## src/rtl/gpio_pkg.sv

```systemverilog
package gpio_pkg;
    // Control registers occupy one 32-byte block; word index = addr[4:2]
    localparam logic [11:0] CTL_BASE = 12'h400;

    typedef enum logic [2:0] {
        CW_DIR    = 3'd0,
        CW_SENSE  = 3'd1,
        CW_BOTH   = 3'd2,
        CW_POLAR  = 3'd3,
        CW_ENABLE = 3'd4,
        CW_RAW    = 3'd5,
        CW_MASKED = 3'd6,
        CW_CLEAR  = 3'd7
    } ctl_word_e;
endpackage

```

## src/rtl/gpio_sync.sv

```systemverilog
module gpio_sync #(
    parameter int unsigned WIDTH  = 8,
    parameter int unsigned STAGES = 2
) (
    input  logic             clk,
    input  logic             rst_n,
    input  logic [WIDTH-1:0] d,
    output logic [WIDTH-1:0] q
);
    logic [WIDTH-1:0] stage [STAGES];

    always_ff @(posedge clk or negedge rst_n) begin
        if (!rst_n) stage[0] <= '0;
        else        stage[0] <= d;
    end

    for (genvar k = 1; k < STAGES; k++) begin : g_stage
        always_ff @(posedge clk or negedge rst_n) begin
            if (!rst_n) stage[k] <= '0;
            else        stage[k] <= stage[k-1];
        end
    end

    assign q = stage[STAGES-1];
endmodule

```

## src/rtl/gpio_irq_detect.sv

```systemverilog
module gpio_irq_detect #(
    parameter int unsigned NPIN = 8
) (
    input  logic            clk,
    input  logic            rst_n,
    input  logic [NPIN-1:0] sin,
    input  logic [NPIN-1:0] sense_lvl,
    input  logic [NPIN-1:0] both_edge,
    input  logic [NPIN-1:0] polar_hi,
    input  logic [NPIN-1:0] clr,
    output logic [NPIN-1:0] raw
);
    logic [NPIN-1:0] prev_q;
    logic [NPIN-1:0] edge_q;
    logic [NPIN-1:0] rise, fall, hit, lvl;

    always_comb begin
        rise = sin & ~prev_q;
        fall = ~sin & prev_q;
        hit  = ~sense_lvl & ((both_edge & (rise | fall)) |
                             (~both_edge & ((polar_hi & rise) | (~polar_hi & fall))));
        lvl  = ~(sin ^ polar_hi);
        raw  = (sense_lvl & lvl) | (~sense_lvl & edge_q);
    end

    always_ff @(posedge clk or negedge rst_n) begin
        if (!rst_n) begin
            prev_q <= '0;
            edge_q <= '0;
        end else begin
            prev_q <= sin;
            edge_q <= hit | (edge_q & ~clr);
        end
    end

    AST_CLEAR_ONLY_W1: assert property (@(posedge clk) disable iff (!rst_n)
        ($past(edge_q) & ~edge_q & ~$past(clr)) == '0);
    AST_EDGE_NEEDS_CHANGE: assert property (@(posedge clk) disable iff (!rst_n)
        (edge_q & ~$past(edge_q) & ~($past(sin) ^ $past(prev_q))) == '0);
    AST_LEVEL_NO_LATCH: assert property (@(posedge clk) disable iff (!rst_n)
        (edge_q & ~$past(edge_q) & $past(sense_lvl)) == '0);
endmodule

```

## src/rtl/gpio_regs.sv

```systemverilog
module gpio_regs
    import gpio_pkg::*;
#(
    parameter int unsigned NPIN = 8,
    parameter int unsigned AW   = 12
) (
    input  logic            clk,
    input  logic            rst_n,
    input  logic            bus_sel,
    input  logic            bus_wr,
    input  logic [AW-1:0]   bus_addr,
    input  logic [NPIN-1:0] bus_wdata,
    output logic [NPIN-1:0] bus_rdata,
    input  logic [NPIN-1:0] sin,
    input  logic [NPIN-1:0] raw,
    input  logic [NPIN-1:0] masked,
    output logic [NPIN-1:0] dir,
    output logic [NPIN-1:0] dout,
    output logic [NPIN-1:0] sense_lvl,
    output logic [NPIN-1:0] both_edge,
    output logic [NPIN-1:0] polar_hi,
    output logic [NPIN-1:0] enable,
    output logic [NPIN-1:0] clr
);
    localparam int unsigned MSB_LO = NPIN + 2;

    logic            wr_en, rd_en, in_data, in_ctl;
    logic [NPIN-1:0] pmask, wmask, rd_val;
    ctl_word_e       word;

    always_comb begin
        wr_en   = bus_sel & bus_wr;
        rd_en   = bus_sel & ~bus_wr;
        in_data = (bus_addr[AW-1:10] == '0);
        in_ctl  = (bus_addr[AW-1:5] == CTL_BASE[AW-1:5]);
        word    = ctl_word_e'(bus_addr[4:2]);
        pmask   = bus_addr[MSB_LO-1:2];
        wmask   = (wr_en && in_data) ? (pmask & dir) : '0;
        clr     = (wr_en && in_ctl && word == CW_CLEAR) ? bus_wdata : '0;
    end

    always_comb begin
        rd_val = '0;
        if (in_data) begin
            rd_val = pmask & ((dir & dout) | (~dir & sin));
        end else if (in_ctl) begin
            unique case (word)
                CW_DIR:    rd_val = dir;
                CW_SENSE:  rd_val = sense_lvl;
                CW_BOTH:   rd_val = both_edge;
                CW_POLAR:  rd_val = polar_hi;
                CW_ENABLE: rd_val = enable;
                CW_RAW:    rd_val = raw;
                CW_MASKED: rd_val = masked;
                CW_CLEAR:  rd_val = '0;
            endcase
        end
    end

    always_ff @(posedge clk or negedge rst_n) begin
        if (!rst_n) begin
            dir       <= '0;
            dout      <= '0;
            sense_lvl <= '0;
            both_edge <= '0;
            polar_hi  <= '0;
            enable    <= '0;
            bus_rdata <= '0;
        end else begin
            dout <= (dout & ~wmask) | (bus_wdata & wmask);
            if (wr_en && in_ctl) begin
                unique case (word)
                    CW_DIR:    dir       <= bus_wdata;
                    CW_SENSE:  sense_lvl <= bus_wdata;
                    CW_BOTH:   both_edge <= bus_wdata;
                    CW_POLAR:  polar_hi  <= bus_wdata;
                    CW_ENABLE: enable    <= bus_wdata;
                    default:   ;
                endcase
            end
            if (rd_en) bus_rdata <= rd_val;
        end
    end

    logic            rd_data_hit;
    logic [NPIN-1:0] wr_pmask;
    assign rd_data_hit = rd_en & in_data;
    assign wr_pmask    = (wr_en && in_data) ? pmask : '0;

    AST_INPUT_HOLD: assert property (@(posedge clk) disable iff (!rst_n)
        ((dout ^ $past(dout)) & ~$past(dir)) == '0);
    AST_DATA_MASK: assert property (@(posedge clk) disable iff (!rst_n)
        ((dout ^ $past(dout)) & ~$past(wr_pmask)) == '0);
    AST_RD_UNMASKED_ZERO: assert property (@(posedge clk) disable iff (!rst_n)
        $past(rd_data_hit) |-> ((bus_rdata & ~$past(pmask)) == '0));
endmodule

```

## src/rtl/gpio_ctrl.sv

```systemverilog
module gpio_ctrl #(
    parameter int unsigned NPIN = 8,
    parameter int unsigned AW   = 12,
    parameter int unsigned SYNC = 2
) (
    input  logic            clk,
    input  logic            rst_n,
    input  logic            bus_sel,
    input  logic            bus_wr,
    input  logic [AW-1:0]   bus_addr,
    input  logic [NPIN-1:0] bus_wdata,
    output logic [NPIN-1:0] bus_rdata,
    input  logic [NPIN-1:0] pin_in,
    output logic [NPIN-1:0] pin_out,
    output logic [NPIN-1:0] pin_oe,
    output logic            irq
);
    logic [NPIN-1:0] sin, raw, masked;
    logic [NPIN-1:0] dir, dout, sense_lvl, both_edge, polar_hi, enable, clr;

    gpio_sync #(.WIDTH(NPIN), .STAGES(SYNC)) u_sync (
        .clk(clk), .rst_n(rst_n), .d(pin_in), .q(sin)
    );

    gpio_regs #(.NPIN(NPIN), .AW(AW)) u_regs (
        .clk(clk), .rst_n(rst_n),
        .bus_sel(bus_sel), .bus_wr(bus_wr), .bus_addr(bus_addr),
        .bus_wdata(bus_wdata), .bus_rdata(bus_rdata),
        .sin(sin), .raw(raw), .masked(masked),
        .dir(dir), .dout(dout), .sense_lvl(sense_lvl), .both_edge(both_edge),
        .polar_hi(polar_hi), .enable(enable), .clr(clr)
    );

    gpio_irq_detect #(.NPIN(NPIN)) u_det (
        .clk(clk), .rst_n(rst_n), .sin(sin),
        .sense_lvl(sense_lvl), .both_edge(both_edge), .polar_hi(polar_hi),
        .clr(clr), .raw(raw)
    );

    assign masked  = raw & enable;
    assign irq     = |masked;
    assign pin_out = dout;
    assign pin_oe  = dir;

    AST_IRQ_NEEDS_ENABLE: assert property (@(posedge clk) disable iff (!rst_n)
        (enable == '0) |-> !irq);
    AST_OE_STABLE_NO_WRITE: assert property (@(posedge clk) disable iff (!rst_n)
        !$past(bus_sel && bus_wr) |-> $stable(pin_oe));
endmodule

```

## config.mk

```make
export PLATFORM = sky130hd
export DESIGN_NAME = gpio_ctrl
export DESIGN_NICKNAME = d
export VERILOG_FILES = /design/src/rtl/gpio_pkg.sv /design/src/rtl/gpio_sync.sv /design/src/rtl/gpio_irq_detect.sv /design/src/rtl/gpio_regs.sv /design/src/rtl/gpio_ctrl.sv
export SDC_FILE = /design/constraint.sdc
export NUM_CORES = 1
export LEC_CHECK = 0
export BUFFER_PORTS_ARGS = -buffer_cell sky130_fd_sc_hd__buf_2
export CORE_UTILIZATION = 39
export DETAILED_ROUTE_END_ITERATION = 12
export SKIP_CTS_REPAIR_TIMING = 1
export SLEW_MARGIN = 0
export SYNTH_ARGS = -nofsm -noshare
export SYNTH_HDL_FRONTEND = slang
export SYNTH_HIERARCHICAL = 1
export SYNTH_SLANG_ARGS = --single-unit
```

## constraint.sdc

```tcl
create_clock -name clk -period 2.2 [get_ports clk]
set_clock_uncertainty 0.1 [all_clocks]
set_input_delay 0.11 -clock clk [delete_from_list [all_inputs] [get_ports clk]]
set_output_delay 0.11 -clock clk [all_outputs]
set_load 0.01 [all_outputs]
```

==> run_summary.xml, run 1 <==
<?xml version="1.0" encoding="UTF-8"?>
<metrics>
  <group name="outcome">
    <metric name="run_status" unit="">finished with violations</metric>
    <metric name="violations" unit="">setup timing</metric>
  </group>
  <group name="synth">
    <metric name="synthDominantAreaCellType" unit="">dfrtp_1</metric>
    <metric name="syn-num-nets" unit="">415</metric>
    <metric name="synth.most_common_cell" unit="">dfrtp_1</metric>
    <metric name="yosys_register_bits" unit="">88</metric>
    <metric name="synth_top_area_frac" unit="">0.488</metric>
    <metric name="post_synth_instance_area" unit="mm²">0.00451</metric>
    <metric name="avgSynthCellArea" unit="µm²">12.3</metric>
    <metric name="syn_inst" unit="">367</metric>
    <metric name="dominantRegCellSynth" unit="">dfrtp_1</metric>
    <metric name="ys_warn_count" unit="">6</metric>
    <metric name="synth.yosys.seq_area_share" unit="">0.488</metric>
    <metric name="async_flop_share" unit="">1.00</metric>
    <metric name="synth.cells.most_frequent" unit="">88 x dfrtp_1, 56 x mux2_2, 25 x inv_1</metric>
    <metric name="synth_edf_count" unit="">0</metric>
    <metric name="synth.lib_cells_used.distinct" unit="">43</metric>
    <metric name="synth_top_cells_by_area" unit="">dfrtp_1 49%, mux2_2 14%, ha_1 4.4%, mux4_2 3.0%, and2_1 2.2%</metric>
  </group>
  <group name="detailed_routing">
    <metric name="detail_route.wl_per_cell" unit="µm">17.8</metric>
    <metric name="vias_per_cell" unit="">5.28</metric>
    <metric name="drt_pre_antenna_iters" unit="">6</metric>
    <metric name="drt-total-wl" unit="µm">10500</metric>
    <metric name="ant_nets" unit="">0</metric>
    <metric name="initialDrtViolationCount" unit="">150</metric>
    <metric name="remaining_drc_errors" unit="">0</metric>
    <metric name="vias" unit="">3113</metric>
  </group>
  <group name="clock_tree">
    <metric name="cts-htree-levels" unit="">3</metric>
    <metric name="clkLatencyLatePin" unit="ns">0.33</metric>
    <metric name="cts.sink_count" unit="">88</metric>
    <metric name="cts.clk_slew.worst_paths" unit="ns">0.06</metric>
    <metric name="cts-root-buf" unit="">clkbuf_16</metric>
    <metric name="cts_buffers" unit="">9</metric>
    <metric name="clock_tree.buffer_depth" unit="">2</metric>
    <metric name="tritoncts" unit="">yes</metric>
  </group>
  <group name="cells_and_area">
    <metric name="area_delta_synth_final" unit="%">20.5</metric>
    <metric name="antenna_cells_inserted" unit="">0</metric>
    <metric name="final_layout_size_suffix_gt1_frac" unit="">0.376</metric>
    <metric name="fin_area" unit="mm²">0.00544</metric>
    <metric name="finalNetCount" unit="">495</metric>
  </group>
  <group name="grt">
    <metric name="number_of_global_route_vias_before_repair" unit="">3164</metric>
    <metric name="globalRoute.totalOverflow" unit="">0</metric>
    <metric name="grt.total_usage" unit="">0.190</metric>
    <metric name="grt_start_max_net_pins" unit="">48</metric>
    <metric name="grt_antenna_before_repair" unit="">0</metric>
    <metric name="grt_pass1_wl" unit="µm">16800</metric>
  </group>
  <group name="pwr">
    <metric name="leakagePower" unit="µW">0.00274</metric>
    <metric name="post-layout-total-power" unit="µW">3340</metric>
    <metric name="vdd_drop_max" unit="mV">0.578</metric>
    <metric name="cellPowerDensity" unit="mW/mm²">614</metric>
  </group>
  <group name="floorplanning">
    <metric name="die_area" unit="mm²">0.0120</metric>
    <metric name="fp.dieH" unit="µm">110</metric>
    <metric name="std_cell_rows" unit="">38</metric>
    <metric name="io_pins" unit="">57</metric>
    <metric name="core_area" unit="mm²">0.0111</metric>
    <metric name="die_w" unit="µm">110</metric>
    <metric name="starting_density" unit="">0.407</metric>
  </group>
  <group name="critical_path">
    <metric name="critPathLaunchType" unit="">flop</metric>
    <metric name="crit_fanout" unit="">2</metric>
    <metric name="required" unit="ns">1.99</metric>
    <metric name="setup.worst_path.end_class" unit="">output pin</metric>
    <metric name="timing.setup.critical_path_class" unit="">flop to output pin</metric>
    <metric name="critPathArrivalTime" unit="ns">2.24</metric>
  </group>
  <group name="place">
    <metric name="placement.io_buffers" unit="">54</metric>
    <metric name="detailed_place_hpwl" unit="µm">7380</metric>
    <metric name="gp_congestion" unit="">0.766</metric>
    <metric name="place_area" unit="mm²">0.00505</metric>
  </group>
  <group name="sta">
    <metric name="timing_worst_slew_pin_value" unit="ns">0.649</metric>
    <metric name="fmaxAchievable" unit="MHz">408</metric>
    <metric name="tns" unit="ns">-0.248</metric>
    <metric name="timing.max_slew.rel_slack" unit="">0.567</metric>
    <metric name="hold_viol_final" unit="">0</metric>
    <metric name="drv_slew" unit="">0</metric>
    <metric name="report.final.setup_viol" unit="">1</metric>
    <metric name="min_period" unit="ns">2.45</metric>
    <metric name="setup_repair_after_global_routing_missed_its_margin" unit="">true</metric>
    <metric name="final.period_utilization" unit="">1.11</metric>
    <metric name="fin_ws" unit="ns">-0.248</metric>
  </group>
  <group name="worst_hold_path">
    <metric name="worst_hold_class" unit="">input port to flop</metric>
  </group>
  <group name="job">
    <metric name="reported_max_cap_violation_count" unit="">0</metric>
  </group>
</metrics>
==> layout make-up <==
| class | instances | area, µm² |
|---|---|---|
| fill | 1023 | 5640 |
| sequential | 88 | 2200 |
| multi-input combinational | 233 | 2110 |
| timing repair buffer | 90 | 599 |
| clock buffer | 11 | 243 |
| tap | 140 | 175 |
| inverter | 25 | 93.8 |
| clock inverter | 3 | 20.0 |
==> power breakdown <==
part	switching (µW)	leakage, µW	internal [µW]	total, µW
clock network	586	0.000123	781	1370
logic	163	0.00149	131	294
registers	25.5	0.00113	1650	1680
==> path summary, 6_finish.rpt <==
kind / end / cells past startpoint / startpoint / slack, ns
hold reg to reg: u_sync/q[0]$_DFF_PN0_ / 0 / u_sync/stage[8]$_DFF_PN0_ / 0.25
setup / recovery: irq / 7 / u_sync/q[1]$_DFF_PN0_ / -0.25
min in group asynchronous: u_regs/dir[5]$_DFFE_PN0P_ / 2 / rst_n / 0.24
setup reg to reg: u_regs/bus_rdata[2]$_DFFE_PN0P_ / 7 / u_regs/polar_hi[2]$_DFFE_PN0P_ / 0.26
max in group asynchronous: u_det/edge_q[1]$_DFF_PN0_ / 3 / rst_n / 1.11
hold / removal: u_regs/bus_rdata[4]$_DFFE_PN0P_ / 3 / bus_addr[6] / 0.007
==> flip-flops by register name (all words and copies together) (netlist names), named ones only <==
signal / count
u_regs/bus_rdata: 8
u_sync/q: 8
u_det/edge_q: 8
u_regs/both_edge: 8
u_regs/dir: 8
u_det/prev_q: 8
u_regs/sense_lvl: 8
u_sync/stage: 8
u_regs/enable: 8
u_regs/polar_hi: 8
==> metal layers <==
layer	wire length, µm	track usage
met5	0	0
met4	171	0.0590
met3	353	0.0368
met1	4920	0.256
met2	5030	0.309
==> cell families (layout without fill, tap and decap cells) <==
| logic type | Yosys count | count (layout) | synth area share |
|---|---|---|---|
| buffers and inverters | 46 | 129 | 0.0485 |
| flip-flops | 88 | 88 | 0.488 |
| adder cells (fa/ha/maj) | 16 | 16 | 0.0444 |
| AND/OR/NAND/NOR | 72 | 72 | 0.110 |
| XOR/XNOR | 8 | 8 | 0.0155 |
| multiplexers | 78 | 78 | 0.207 |
| AO/OA/AOI/OAI | 59 | 59 | 0.0865 |
==> critical path: stages (launching register included) <==
cell and delay [ns]:
dfrtp_1 0.39, xnor2_1 0.13, nand2_1 0.08, o21ai_2 0.06
and2_4 0.14, or4_4 0.54, or4_4 0.44, buf_6 0.14
==> through the flow <==
stage                     utilization  hold WS [ns]  cells  setup WS [ns]
after CTS                       0.479        -0.274    579         -0.450
after floorplan                     -        -0.286    367         0.0878
after global placement          0.456        0.0798    565        -0.0660
after global routing            0.491        0.0153    590         -0.321
after detailed placement        0.456        0.0766    565        -0.0870
final                           0.491       0.00731    590         -0.248
==> layout by cell type (no fill, tap or decap), types with 2 or more instances in the layout <==
master / count
nand3b_1: 4
buf_12: 2
dlygate4sd3_1: 10
buf_2: 52
or4_4: 2
and2_4: 2
nor4_1: 2
nor2b_1: 3
and2_1: 15
a21oi_1: 8
and4_1: 2
nor3_1: 2
mux2_2: 56
buf_4: 25
nor3b_1: 2
nor2_1: 7
o21ai_0: 6
xnor2_1: 8
clkinvlp_4: 2
o21ai_1: 18
dfrtp_1: 88
nand2_1: 12
mux4_2: 6
o211a_1: 6
nand3_1: 8
a221oi_1: 2
mux2_1: 8
a32oi_1: 8
inv_1: 25
ha_1: 16
nand4b_4: 3
o31ai_1: 8
clkbuf_16: 9
mux2i_1: 8
Power figures use the tool's default switching activity.
==> run 2: changes to the inputs <==
--- a/config.mk
+++ b/config.mk
@@ -8,6 +8,8 @@
 export BUFFER_PORTS_ARGS = -buffer_cell sky130_fd_sc_hd__buf_2
 export CORE_UTILIZATION = 39
 export DETAILED_ROUTE_END_ITERATION = 12
+export GPL_ROUTABILITY_DRIVEN = 0
+export PLACE_DENSITY = 0.65
 export SKIP_CTS_REPAIR_TIMING = 1
 export SLEW_MARGIN = 0
 export SYNTH_ARGS = -nofsm -noshare
==> run_summary.xml, run 2 (same netlist as run 1, synthesis figures left out) <==
<?xml version="1.0" encoding="UTF-8"?>
<metrics>
  <group name="pwr">
    <metric name="vdd_drop_max" unit="mV">0.475</metric>
    <metric name="cellPowerDensity" unit="mW/mm²">665</metric>
    <metric name="leakagePower" unit="µW">0.00277</metric>
  </group>
  <group name="sta">
    <metric name="setup_repair_after_global_routing_missed_its_margin" unit="">true</metric>
    <metric name="timing_worst_slew_pin_value" unit="ns">0.563</metric>
    <metric name="min_period" unit="ns">2.46</metric>
    <metric name="timing.max_slew.rel_slack" unit="">0.625</metric>
    <metric name="fmaxAchievable" unit="MHz">407</metric>
    <metric name="drv_slew" unit="">0</metric>
    <metric name="hold_viol_final" unit="">11</metric>
    <metric name="report.final.setup_viol" unit="">1</metric>
    <metric name="final.period_utilization" unit="">1.12</metric>
    <metric name="fin_ws" unit="ns">-0.257</metric>
    <metric name="finalHoldWorstSlack" unit="ns">-0.0111</metric>
  </group>
  <group name="grt">
    <metric name="grt_pass1_wl" unit="µm">16100</metric>
    <metric name="grt_start_max_net_pins" unit="">49</metric>
    <metric name="grt.total_usage" unit="">0.187</metric>
    <metric name="grt_antenna_before_repair" unit="">0</metric>
    <metric name="globalRoute.totalOverflow" unit="">0</metric>
    <metric name="number_of_global_route_vias_before_repair" unit="">3095</metric>
  </group>
  <group name="detailed_routing">
    <metric name="detail_route.wl_per_cell" unit="µm">17.4</metric>
    <metric name="initialDrtViolationCount" unit="">153</metric>
    <metric name="vias" unit="">3121</metric>
    <metric name="dr_wl_met2" unit="µm">4830</metric>
    <metric name="drt_pre_antenna_iters" unit="">4</metric>
    <metric name="ant_nets" unit="">0</metric>
    <metric name="drt-total-wl" unit="µm">10300</metric>
    <metric name="met3WireLength" unit="µm">547</metric>
    <metric name="vias_per_cell" unit="">5.28</metric>
    <metric name="met1Wirelength" unit="µm">4680</metric>
    <metric name="remaining_drc_errors" unit="">0</metric>
    <metric name="route.top_layer_used" unit="">met4</metric>
  </group>
  <group name="floorplanning">
    <metric name="die_area" unit="mm²">0.0120</metric>
    <metric name="starting_density" unit="">0.407</metric>
    <metric name="core_area" unit="mm²">0.0111</metric>
    <metric name="fp.dieH" unit="µm">110</metric>
    <metric name="die_w" unit="µm">110</metric>
    <metric name="std_cell_rows" unit="">38</metric>
    <metric name="io_pins" unit="">57</metric>
  </group>
  <group name="cells_and_area">
    <metric name="area_of_the_multi_input_gates" unit="mm²">0.00210</metric>
    <metric name="fill_cell_count" unit="">1000</metric>
    <metric name="final_layout_size_suffix_gt1_frac" unit="">0.375</metric>
    <metric name="finish.cell_count_without_fillers" unit="">591</metric>
    <metric name="antenna_cells_inserted" unit="">0</metric>
    <metric name="finish.utilization" unit="">0.495</metric>
    <metric name="area_delta_synth_final" unit="%">21.6</metric>
    <metric name="final-seq-area" unit="mm²">0.00220</metric>
    <metric name="finalNetCount" unit="">494</metric>
    <metric name="layout.cells.most_common" unit="">dfrtp_1</metric>
    <metric name="most-common-layout-cells" unit="">88 x dfrtp_1, 56 x mux2_2, 52 x buf_2</metric>
  </group>
  <group name="place">
    <metric name="placedCellCount" unit="">564</metric>
    <metric name="place_worst_setup_slack" unit="ns">-0.0833</metric>
    <metric name="detailed_place_hpwl" unit="µm">7350</metric>
    <metric name="placement.io_buffers" unit="">54</metric>
  </group>
  <group name="outcome">
    <metric name="violations" unit="">hold timing, setup timing</metric>
    <metric name="run_status" unit="">finished with violations</metric>
  </group>
  <group name="job">
    <metric name="reported_max_cap_violation_count" unit="">0</metric>
  </group>
  <group name="worst_hold_path">
    <metric name="min_delay_path_depth" unit="">2</metric>
    <metric name="worst_hold_class" unit="">input port to flop</metric>
  </group>
  <group name="critical_path">
    <metric name="critPathLaunchType" unit="">flop</metric>
    <metric name="worst_r2r_path_depth" unit="">7</metric>
    <metric name="setup.worst_path.end_class" unit="">output pin</metric>
    <metric name="timing.setup.critical_path_class" unit="">flop to output pin</metric>
    <metric name="critPathArrivalTime" unit="ns">2.25</metric>
    <metric name="crit_fanout" unit="">2</metric>
    <metric name="required" unit="ns">1.99</metric>
  </group>
  <group name="clock_tree">
    <metric name="clock_tree.buffer_depth" unit="">2</metric>
    <metric name="clkLatencyLatePin" unit="ns">0.34</metric>
    <metric name="cts.clk_slew.worst_paths" unit="ns">0.06</metric>
    <metric name="tritoncts" unit="">yes</metric>
    <metric name="cts-htree-levels" unit="">3</metric>
    <metric name="cts_buffers" unit="">9</metric>
    <metric name="cts.sink_count" unit="">88</metric>
    <metric name="cts-root-buf" unit="">clkbuf_16</metric>
  </group>
</metrics>
## run 2: cell types whose count changed in the layout (fill, tap and decap cells not counted), sizes merged
cell and delta:
clkinvlp -1, clkbuf +1, buf -1, bufinv +2
## run 2: layout make-up
cell class,count,area share
well taps,140,0.0319
repair buffers,89,0.106
flip-flops and latches,88,0.401
clock inverters,4,0.0139
multi-input cells,233,0.383
inverters,25,0.0171
clock buffers,12,0.0468
## run 2: stage by stage
stage	power (µW)	area [µm²]	setup TNS [ns]	hold WS (ns)
final	3650	5490	-0.257	-0.0111
after global routing	3780	5490	-0.332	0.000162
after CTS	3680	5360	-0.463	-0.334
after detailed placement	1990	5030	-0.0833	0.0360
after global placement	1980	5030	-0.0526	0.0397
after floorplan	1850	4510	0	-0.286
## run 2: worst paths after layout
check	from	end	slack (ns)
worst max-delay path	u_sync/q[0]$_DFF_PN0_	irq	-0.26
worst min-delay path	bus_wdata[2]	u_regs/both_edge[2]$_DFFE_PN0P_	-0.01
worst max register to register	u_sync/q[2]$_DFF_PN0_	u_regs/bus_rdata[2]$_DFFE_PN0P_	0.21
worst min register to register	u_sync/stage[10]$_DFF_PN0_	u_sync/q[2]$_DFF_PN0_	0.25
max in group asynchronous	rst_n	u_det/prev_q[1]$_DFF_PN0_	1.17
min in group asynchronous	rst_n	u_det/prev_q[6]$_DFF_PN0_	0.20
## run 2: layer usage
metal  GRT usage  vias up
li1            -     1475
met1       0.240     1546
met2       0.294       80
met3      0.0545       20
met4      0.0819        0
met5           0        -
## run 2: critical path, cell delays in order, from the launching register on
cell     delay [ns]
dfrtp_1        0.39
xnor2_1        0.13
nand2_1        0.06
o21ai_1        0.07
and2_1         0.16
or4_4          0.52
or4_4          0.44
buf_6          0.14
## run 2: where the power goes
group / switching (µW) / total, µW / internal [µW]
registers: 27.1 / 1680 / 1650
logic: 161 / 293 / 132
clock network: 617 / 1680 / 1060
==> run 3: changes to the inputs <==
--- a/config.mk
+++ b/config.mk
@@ -6,6 +6,7 @@
 export NUM_CORES = 1
 export LEC_CHECK = 0
 export BUFFER_PORTS_ARGS = -buffer_cell sky130_fd_sc_hd__buf_2
+export CORE_ASPECT_RATIO = 2
 export CORE_UTILIZATION = 39
 export DETAILED_ROUTE_END_ITERATION = 12
 export GPL_ROUTABILITY_DRIVEN = 0
==> run_summary.xml, run 3 (same netlist as run 1, synthesis figures left out) <==
<?xml version="1.0" encoding="UTF-8"?>
<metrics>
  <group name="pwr">
    <metric name="register_share_of_total_power" unit="">0.469</metric>
    <metric name="internal-power" unit="µW">2760</metric>
    <metric name="vdd_drop_max" unit="mV">0.319</metric>
    <metric name="cellPowerDensity" unit="mW/mm²">650</metric>
    <metric name="swShare" unit="">0.229</metric>
    <metric name="clock_power_share" unit="">0.446</metric>
    <metric name="combPwrFrac" unit="">0.084</metric>
    <metric name="p_sw" unit="µW">818</metric>
    <metric name="leakagePower" unit="µW">0.00278</metric>
  </group>
  <group name="cells_and_area">
    <metric name="finish.cell_count_without_fillers" unit="">596</metric>
    <metric name="area_delta_synth_final" unit="%">22.0</metric>
    <metric name="finalNetCount" unit="">497</metric>
    <metric name="most-common-layout-cells" unit="">86 x dfrtp_1, 56 x mux2_2, 52 x buf_2</metric>
    <metric name="finish.utilization" unit="">0.488</metric>
    <metric name="final_layout_size_suffix_gt1_frac" unit="">0.392</metric>
    <metric name="fill_cell_count" unit="">1052</metric>
    <metric name="final-seq-area" unit="mm²">0.00220</metric>
    <metric name="antenna_cells_inserted" unit="">0</metric>
    <metric name="layout.cells.most_common" unit="">dfrtp_1</metric>
    <metric name="area_of_the_multi_input_gates" unit="mm²">0.00211</metric>
  </group>
  <group name="place">
    <metric name="place_worst_setup_slack" unit="ns">-0.0387</metric>
    <metric name="detailed_place_hpwl" unit="µm">7740</metric>
    <metric name="placedCellCount" unit="">565</metric>
    <metric name="placement.io_buffers" unit="">54</metric>
  </group>
  <group name="outcome">
    <metric name="run_status" unit="">finished with violations</metric>
    <metric name="violations" unit="">hold timing, setup timing</metric>
  </group>
  <group name="worst_hold_path">
    <metric name="min_delay_path_depth" unit="">2</metric>
    <metric name="worst_hold_class" unit="">input port to flop</metric>
    <metric name="timing.hold.worst.start" unit="">bus_wdata[4]</metric>
    <metric name="holdPathEnd" unit="">u_regs/polar_hi[4]$_DFFE_PN0P_</metric>
  </group>
  <group name="grt">
    <metric name="grt.total_usage" unit="">0.192</metric>
    <metric name="grt_antenna_before_repair" unit="">0</metric>
    <metric name="grt_start_max_net_pins" unit="">89</metric>
    <metric name="number_of_global_route_vias_before_repair" unit="">3295</metric>
    <metric name="globalRoute.totalOverflow" unit="">0</metric>
    <metric name="grt_pass1_wl" unit="µm">17200</metric>
  </group>
  <group name="detailed_routing">
    <metric name="drt-total-wl" unit="µm">10900</metric>
    <metric name="vias_per_cell" unit="">5.27</metric>
    <metric name="detail_route.wl_per_cell" unit="µm">18.3</metric>
    <metric name="ant_nets" unit="">0</metric>
    <metric name="drt_pre_antenna_iters" unit="">4</metric>
    <metric name="initialDrtViolationCount" unit="">151</metric>
    <metric name="vias" unit="">3139</metric>
    <metric name="remaining_drc_errors" unit="">0</metric>
  </group>
  <group name="sta">
    <metric name="report.final.setup_viol" unit="">1</metric>
    <metric name="final.period_utilization" unit="">1.12</metric>
    <metric name="tns" unit="ns">-0.254</metric>
    <metric name="hold_viol_final" unit="">1</metric>
    <metric name="fmaxAchievable" unit="MHz">407</metric>
    <metric name="timing_worst_slew_pin_value" unit="ns">0.625</metric>
    <metric name="drv_slew" unit="">0</metric>
    <metric name="finalHoldWorstSlack" unit="ns">-0.00335</metric>
    <metric name="min_period" unit="ns">2.45</metric>
    <metric name="fin_ws" unit="ns">-0.254</metric>
    <metric name="timing.max_slew.rel_slack" unit="">0.583</metric>
    <metric name="setup_repair_after_global_routing_missed_its_margin" unit="">true</metric>
  </group>
  <group name="critical_path">
    <metric name="ff2ff_setup_slack" unit="ns">0.12</metric>
    <metric name="crit_fanout" unit="">2</metric>
    <metric name="setup.worst_path.end_class" unit="">output pin</metric>
    <metric name="timing.setup.critical_path_class" unit="">flop to output pin</metric>
    <metric name="r2r_end" unit="">u_regs/bus_rdata[2]$_DFFE_PN0P_</metric>
    <metric name="critical_path_s_largest_stage_delay" unit="ns">0.52</metric>
    <metric name="worst_path_max_delay_cell" unit="">or4_4</metric>
    <metric name="cp_common_cell" unit="">or4_4</metric>
    <metric name="cp.buffers_inverters" unit="">1</metric>
    <metric name="r2r-start" unit="">u_regs/polar_hi[2]$_DFFE_PN0P_</metric>
    <metric name="required" unit="ns">1.99</metric>
    <metric name="path_delay_family" unit="">simple AND/OR/NAND/NOR gates</metric>
    <metric name="critPathArrivalTime" unit="ns">2.24</metric>
    <metric name="timing.critical_path.cells" unit="">xnor2_1, nand2_1, o21ai_2, and2_4, or4_4, or4_4, buf_6</metric>
    <metric name="worst_r2r_path_depth" unit="">7</metric>
    <metric name="critPathLaunchType" unit="">flop</metric>
  </group>
  <group name="floorplanning">
    <metric name="starting_density" unit="">0.400</metric>
    <metric name="std_cell_rows" unit="">55</metric>
    <metric name="die_w" unit="µm">78.1</metric>
    <metric name="core_area" unit="mm²">0.0113</metric>
    <metric name="io_pins" unit="">57</metric>
    <metric name="fp.dieH" unit="µm">154</metric>
    <metric name="die_area" unit="mm²">0.0120</metric>
  </group>
  <group name="clock_tree">
    <metric name="cts.sink_count" unit="">88</metric>
    <metric name="cts-htree-levels" unit="">3</metric>
    <metric name="tritoncts" unit="">yes</metric>
    <metric name="clock_tree.buffer_depth" unit="">2</metric>
    <metric name="cts.clk_slew.worst_paths" unit="ns">0.06</metric>
    <metric name="cts_buffers" unit="">9</metric>
    <metric name="cts-root-buf" unit="">clkbuf_16</metric>
    <metric name="clkLatencyLatePin" unit="ns">0.34</metric>
  </group>
  <group name="job">
    <metric name="reported_max_cap_violation_count" unit="">0</metric>
  </group>
</metrics>
## run 3: cell types whose count changed in the layout (fill, tap and decap cells not counted), sizes merged
cell,previous run,this run
buf,79,82
bufinv,2,1
clkinv,1,2
## run 3: layout make-up
type,instances,area share
Inverter,25,0.0170
Sequential cell,88,0.400
Clock buffer,12,0.0484
Tap cell,142,0.0323
Multi-Input combinational cell,233,0.383
Clock inverter,4,0.00932
Timing Repair Buffer,92,0.109
## run 3: worst max path at each step
stage / to / start / cells past startpoint / slack [ns]
2_1_floorplan: irq / u_sync/q[3]$_DFF_PN0_ / 7 / 0.09
3_3_place_gp: irq / u_sync/q[3]$_DFF_PN0_ / 7 / -0.03
3_5_place_dp: irq / u_sync/q[0]$_DFF_PN0_ / 7 / -0.04
4_1_cts: irq / u_regs/polar_hi[1]$_DFFE_PN0P_ / 7 / -0.42
5_1_grt: irq / u_sync/q[7]$_DFF_PN0_ / 7 / -0.31
6_report: irq / u_sync/q[7]$_DFF_PN0_ / 7 / -0.25
## run 3: power by group through the flow
stage | Combinational [µW] | Clock (µW) | Sequential [µW]
global route | 333 | 1690 | 1680
floorplan | 147 | 0 | 1700
CTS | 285 | 1630 | 1680
detailed placement | 283 | 0 | 1710
finish | 302 | 1600 | 1680
global placement | 277 | 0 | 1710
## run 3: layer usage
layer / vias up / wire length [µm] / track usage
li1: 1477 / - / -
met1: 1583 / 4410 / 0.228
met4: 0 / 333 / 0.0935
met3: 18 / 274 / 0.0273
met2: 61 / 5900 / 0.332
met5: - / 0 / 0
## run 3: worst register-to-register path, stage by stage (launching register included)
cell,delay (ns)
dfrtp_1,0.44
xnor2_1,0.16
nand2_1,0.07
o21ai_0,0.10
and2_1,0.20
a22o_1,0.21
a2111oi_0,0.53
o31ai_1,0.14
## run 3: metrics by stage
step | area (µm²) | power, µW
final | 5510 | 3580
after global routing | 5510 | 3710
after CTS | 5340 | 3590
after detailed placement | 5020 | 1990
after floorplan | 4510 | 1850
after global placement | 5020 | 1990
